File: config.mk
export PLATFORM = sky130hd
export DESIGN_NAME = read_addr_ptr
export DESIGN_NICKNAME = d
export VERILOG_FILES = /design/src/rtl/rdptr_pkg.sv /design/src/rtl/rdptr_counter.sv /design/src/rtl/rdptr_ctrl.sv /design/src/rtl/read_addr_ptr.sv
export SDC_FILE = /design/constraint.sdc
export NUM_CORES = 1
export LEC_CHECK = 0
export CAP_MARGIN = 20
export CORE_ASPECT_RATIO = 0.8
export CORE_MARGIN = 4
export CORE_UTILIZATION = 25
export DETAILED_ROUTE_END_ITERATION = 6
export GPL_ROUTABILITY_DRIVEN = 0
export PLACE_DENSITY = 0.56
export REMOVE_ABC_BUFFERS = 1
export SYNTH_ARGS = -nofsm -noshare
export SYNTH_HDL_FRONTEND = slang
export SYNTH_HIERARCHICAL = 1
export SYNTH_SLANG_ARGS = --single-unit
File: constraint.sdc
create_clock -name clk -period 3.9 [get_ports clk]
set_clock_uncertainty 0.15 [all_clocks]
set_input_delay 1.17 -clock clk [delete_from_list [all_inputs] [get_ports clk]]
set_output_delay 1.17 -clock clk [all_outputs]
set_load 0.005 [all_outputs]
File: src/rtl/rdptr_pkg.sv
package rdptr_pkg;

    typedef enum logic [2:0] {
        PS_IDLE,
        PS_TARGET,
        PS_WHI,
        PS_WLO,
        PS_ADDRSET,
        PS_READ,
        PS_DRAIN
    } ptr_state_e;

    typedef enum logic [2:0] {
        EV_NONE,
        EV_START,
        EV_STOP,
        EV_BYTE,
        EV_ACK,
        EV_NACK
    } bus_ev_e;

    typedef struct packed {
        logic start;
        logic stop;
        logic byte_v;
        logic ack;
        logic nack;
    } bus_ev_t;

    // One event per cycle is expected; if several come together, start wins.
    function automatic bus_ev_e pick_event(input bus_ev_t e);
        if (e.start)       return EV_START;
        else if (e.stop)   return EV_STOP;
        else if (e.byte_v) return EV_BYTE;
        else if (e.ack)    return EV_ACK;
        else if (e.nack)   return EV_NACK;
        else               return EV_NONE;
    endfunction

    function automatic logic id_match(input logic [7:0] b, input logic [6:0] id);
        return b[7:1] == id;
    endfunction

endpackage

File: src/rtl/rdptr_counter.sv
module rdptr_counter #(
    parameter int ADDR_W = 11
) (
    input  logic              clk,
    input  logic              rst,
    input  logic              load,
    input  logic [ADDR_W-1:0] load_val,
    input  logic              incr,
    output logic [ADDR_W-1:0] q
);
    localparam logic [ADDR_W-1:0] ONE = ADDR_W'(1);

    // Natural modulo-2^ADDR_W wrap: top address steps to zero.
    always_ff @(posedge clk) begin
        if (rst)       q <= '0;
        else if (load) q <= load_val;
        else if (incr) q <= q + ONE;
    end
endmodule

File: src/rtl/rdptr_ctrl.sv
module rdptr_ctrl
    import rdptr_pkg::*;
#(
    parameter int         ADDR_W = 11,
    parameter logic [6:0] DEV_ID = 7'h6F
) (
    input  logic              clk,
    input  logic              rst,
    input  bus_ev_e           ev,
    input  logic [7:0]        data,
    output logic              load,
    output logic [ADDR_W-1:0] load_val,
    output logic              incr,
    output logic              fire,
    output logic              idle
);
    localparam int HI_W = ADDR_W - 8;

    ptr_state_e          state_q, state_d;
    logic [HI_W-1:0]     hi_q, hi_d;

    always_comb begin
        state_d  = state_q;
        hi_d     = hi_q;
        load     = 1'b0;
        load_val = {hi_q, data};
        incr     = 1'b0;
        fire     = 1'b0;
        unique case (ev)
            EV_START: state_d = PS_TARGET;
            EV_STOP:  state_d = PS_IDLE;
            EV_BYTE: begin
                case (state_q)
                    PS_TARGET: begin
                        if (!id_match(data, DEV_ID)) begin
                            state_d = PS_IDLE;
                        end else if (data[0]) begin
                            state_d = PS_READ;
                            fire    = 1'b1;
                        end else begin
                            state_d = PS_WHI;
                        end
                    end
                    PS_WHI: begin
                        hi_d    = data[HI_W-1:0];
                        state_d = PS_WLO;
                    end
                    PS_WLO: begin
                        load    = 1'b1;
                        state_d = PS_ADDRSET;
                    end
                    default: ;
                endcase
            end
            EV_ACK: begin
                if (state_q == PS_READ) begin
                    incr = 1'b1;
                    fire = 1'b1;
                end
            end
            EV_NACK: begin
                if (state_q == PS_READ) begin
                    incr    = 1'b1;
                    state_d = PS_DRAIN;
                end
            end
            default: ;
        endcase
    end

    always_ff @(posedge clk) begin
        if (rst) begin
            state_q <= PS_IDLE;
            hi_q    <= '0;
        end else begin
            state_q <= state_d;
            hi_q    <= hi_d;
        end
    end

    assign idle = (state_q == PS_IDLE);
endmodule

File: src/rtl/read_addr_ptr.sv
module read_addr_ptr
    import rdptr_pkg::*;
#(
    parameter int         ADDR_W = 11,
    parameter logic [6:0] DEV_ID = 7'h6F
) (
    input  logic              clk,
    input  logic              rst,
    input  logic              ev_start,
    input  logic              ev_stop,
    input  logic              ev_byte,
    input  logic [7:0]        byte_data,
    input  logic              ev_ack,
    input  logic              ev_nack,
    output logic [ADDR_W-1:0] fetch_addr,
    output logic              rd_valid,
    output logic              bus_idle
);
    bus_ev_t           ev_bus;
    bus_ev_e           ev_kind;
    logic              ld, inc, fire;
    logic [ADDR_W-1:0] ld_val;

    assign ev_bus  = '{start: ev_start, stop: ev_stop, byte_v: ev_byte,
                       ack: ev_ack, nack: ev_nack};
    assign ev_kind = pick_event(ev_bus);

    rdptr_ctrl #(.ADDR_W(ADDR_W), .DEV_ID(DEV_ID)) u_ctrl (
        .clk      (clk),
        .rst      (rst),
        .ev       (ev_kind),
        .data     (byte_data),
        .load     (ld),
        .load_val (ld_val),
        .incr     (inc),
        .fire     (fire),
        .idle     (bus_idle)
    );

    rdptr_counter #(.ADDR_W(ADDR_W)) u_cnt (
        .clk      (clk),
        .rst      (rst),
        .load     (ld),
        .load_val (ld_val),
        .incr     (inc),
        .q        (fetch_addr)
    );

    always_ff @(posedge clk) begin
        if (rst) rd_valid <= 1'b0;
        else     rd_valid <= fire;
    end
endmodule

==> metrics.txt <==
top_reg_cell synth dfxtp_1; routed wire length 3170 µm; crit start category primary input; clock sink count 18; pre-CTS setup slack 0.135 ns; synthesized cell area 0.00123 mm²; DIE HEIGHT 70.7 µm; r2r worst-path depth 5; RSZ-0062 raised after global routing false; Crit Path Class primary input to flop; largest vdd supply drop 0.160 mV; starting density of the core 26.3%; Slew Viols, Final 0; ANT nets after route 0; FMAX 0.281 GHz; register area share after synthesis 29.3%; clk root buf clkbuf_8; min Tclk post-route 3.56 ns; number of synthesized flops with an enable pin 0; synth unique cells 47; Final nets 195; outcome complete, no violations; DR WL/cell 13.3 µm; Syn. warnings 6; critical path peak fanout 8; CP max stage delay 0.44 ns; CTS resizes 0; slowest CP cell clkdlybuf4s50_1; ant diodes 0; Clock Tree Buf Depth 2; Slew headroom 64.0%; vias in the first global route 1,076; final setup fails 0; layout cells sized above 1 10.7%; Core ar. 0.00468 mm²; Via density 5.07; FFs w/ async S/R, synth 0%; Final period util 91.2%; DR iter-0 viols 86; Die Span X 86.4 µm; Worst-Margin Slew 0.539 ns; Synth Register Bits 18; Worst Path Arrival 3.56 ns; hold path depth 2; total grt overflow 0; CTS tree built; post-synthesis instance total 151; Clock Pin Slew Worst Setup and Hold Paths 0.06 ns; clk_lat worst skew 0.26 ns; Setup Fix Bufs, Post-CTS 0; pin count of the biggest net entering global routing 17; # fillers 516; total track usage 10.5%; mean post-synth cell area 8.15 µm²; IO Port Bufs 27; Vias 1,207; IO Pins 28; Setup TNS 0 ns; drt first pass iters 4; Max-cap violations 0; initial antenna violation count 0; TritonCTS buffer count 3; Layout area overhead 31.0%; Cell Pwr Density 259 mW/mm²; crit end category flop; final worst setup slack 0.344 ns; leakage 0.000559 µW; first-pass GRT wire length 5260 µm; row count 22; Hold WS 0.342 ns; Post-DP HPWL 2420 µm; CP Cell Sequence clkdlybuf4s50_1 -> nor4_1 -> buf_4 -> nor2b_1 -> and4b_1 -> buf_4 -> nand4_4 -> or3_1 -> a311oi_1; CTS Hold Bufs 0; CTS HTree Levels 1; cell repeated most along the worst path buf_4; final hold vios 0; Die ar. 0.00611 mm²; Required @ worst endpoint 3.91 ns; worst reg2reg setup slack 1.86 ns; DRC violations left 0; Hold Crit Class flop to flop
## registers in the layout, indices dropped and copies added (netlist names)
register and flops:
rd_valid 1, u_ctrl/hi_q 3, u_cnt/q 11, u_ctrl/state_q 3
## kinds of logic after synthesis
kind of cell / share of synthesized area [%]
XOR/XNOR: 2.14
flip-flops: 29.3
buffers and inverters: 8.24
AO/OA/AOI/OAI: 18.3
multiplexers: 3.36
AND/OR/NAND/NOR: 37.6
adder cells (fa/ha/maj): 1.02
## Yosys cell counts (2+ instances only)
cell type  number  area (µm²)
buf_4           9        67.6
o21ai_0         7        35.0
nor3b_1         4        30.0
nor4bb_1        2        20.0
o21bai_1        2        15.0
nand2_1        10        37.5
nor2_1         17        63.8
nand3_1         6        30.0
or4b_1          2        20.0
xor2_1          3        26.3
a311oi_1        5        43.8
nor3_1          5        25.0
nand4b_1        2        17.5
dfxtp_1        18         360
o211ai_1        2        15.0
or4_1           2        15.0
nor2b_1         3        18.8
and3b_1         2        17.5
mux2i_1         3        30.0
buf_2           3        15.0
nand3b_1        2        15.0
nand4_1         5        31.3
a31oi_1         2        12.5
inv_1           4        15.0
a21oi_1         4        20.0
or3_1           4        25.0
a211oi_1        3        22.5
## area by class of cell
class,instances,area (µm²),area share (%)
multi-input combinational,116,768,47.7
sequential,18,360,22.4
timing repair buffer,36,338,21.0
tap,60,75.1,4.66
clock buffer,4,55.1,3.42
inverter,4,15.0,0.932
## metrics by stage
stage	instances	util [%]	cell area, µm²	total power, µW
finish	238	34.4	1610	417
global route	238	34.4	1610	439
CTS	238	34.4	1610	423
detailed placement	234	33.3	1560	268
global placement	234	33.3	1560	269
floorplan	138	-	1140	228
## worst max-delay path: cells and delay by family
kind / cells / cell delay [ns]
buffers and inverters: 3 / 0.80
and+or+nand+nor: 5 / 1.32
AOI/OAI and AO/OA: 1 / 0.27
## where the power goes
group | internal (µW) | total (µW) | switching (µW)
logic | 36.0 | 67.7 | 31.7
clock network | 89.7 | 153 | 63.5
registers | 188 | 196 | 7.79
total | 314 | 417 | 103
## path summary, 6_finish.rpt
kind | start | end
worst max-delay path | ev_start | u_cnt/q[7]$_SDFFE_PP0P_
worst min register to register | u_ctrl/hi_q[2]$_SDFFE_PP0P_ | u_ctrl/hi_q[2]$_SDFFE_PP0P_
worst max register to register | u_ctrl/state_q[0]$_SDFFE_PP0P_ | u_cnt/q[7]$_SDFFE_PP0P_
worst min-delay path | u_ctrl/hi_q[2]$_SDFFE_PP0P_ | u_ctrl/hi_q[2]$_SDFFE_PP0P_
## metal layers
layer / track usage (%) / up-vias / wire length, µm
met5: 0 / - / 0
met1: 15.8 / 554 / 1590
met4: 2.08 / 0 / 18
li1: - / 624 / -
met3: 3.61 / 2 / 234
met2: 14.3 / 27 / 1320
## cell usage in the layout, fill, tap and decap left out, drive strengths merged, types with 2 or more instances in the layout
| master | netlist | final |
|---|---|---|
| inv | 4 | 4 |
| nand2b | 2 | 2 |
| buf | 12 | 9 |
| dfxtp | 18 | 18 |
| nand3 | 6 | 6 |
| nand4 | 6 | 6 |
| nor3b | 4 | 4 |
| nand3b | 2 | 2 |
| clkdlybuf4s50 | 0 | 27 |
| xor2 | 3 | 3 |
| nor2b | 3 | 3 |
| o211ai | 2 | 2 |
| o21bai | 2 | 2 |
| a211oi | 3 | 3 |
| clkbuf | 1 | 4 |
| a311oi | 5 | 5 |
| and3b | 2 | 2 |
| nand4b | 2 | 2 |
| mux2i | 3 | 3 |
| a21oi | 4 | 4 |
| or4b | 2 | 2 |
| or3 | 4 | 4 |
| o21ai | 7 | 7 |
| nor4bb | 2 | 2 |
| nand2 | 10 | 10 |
| a31oi | 2 | 2 |
| nor2 | 17 | 17 |
| nor3 | 6 | 6 |
| or2 | 2 | 2 |
| or4 | 2 | 2 |
Note: power is estimated with default switching activity, not from simulation.
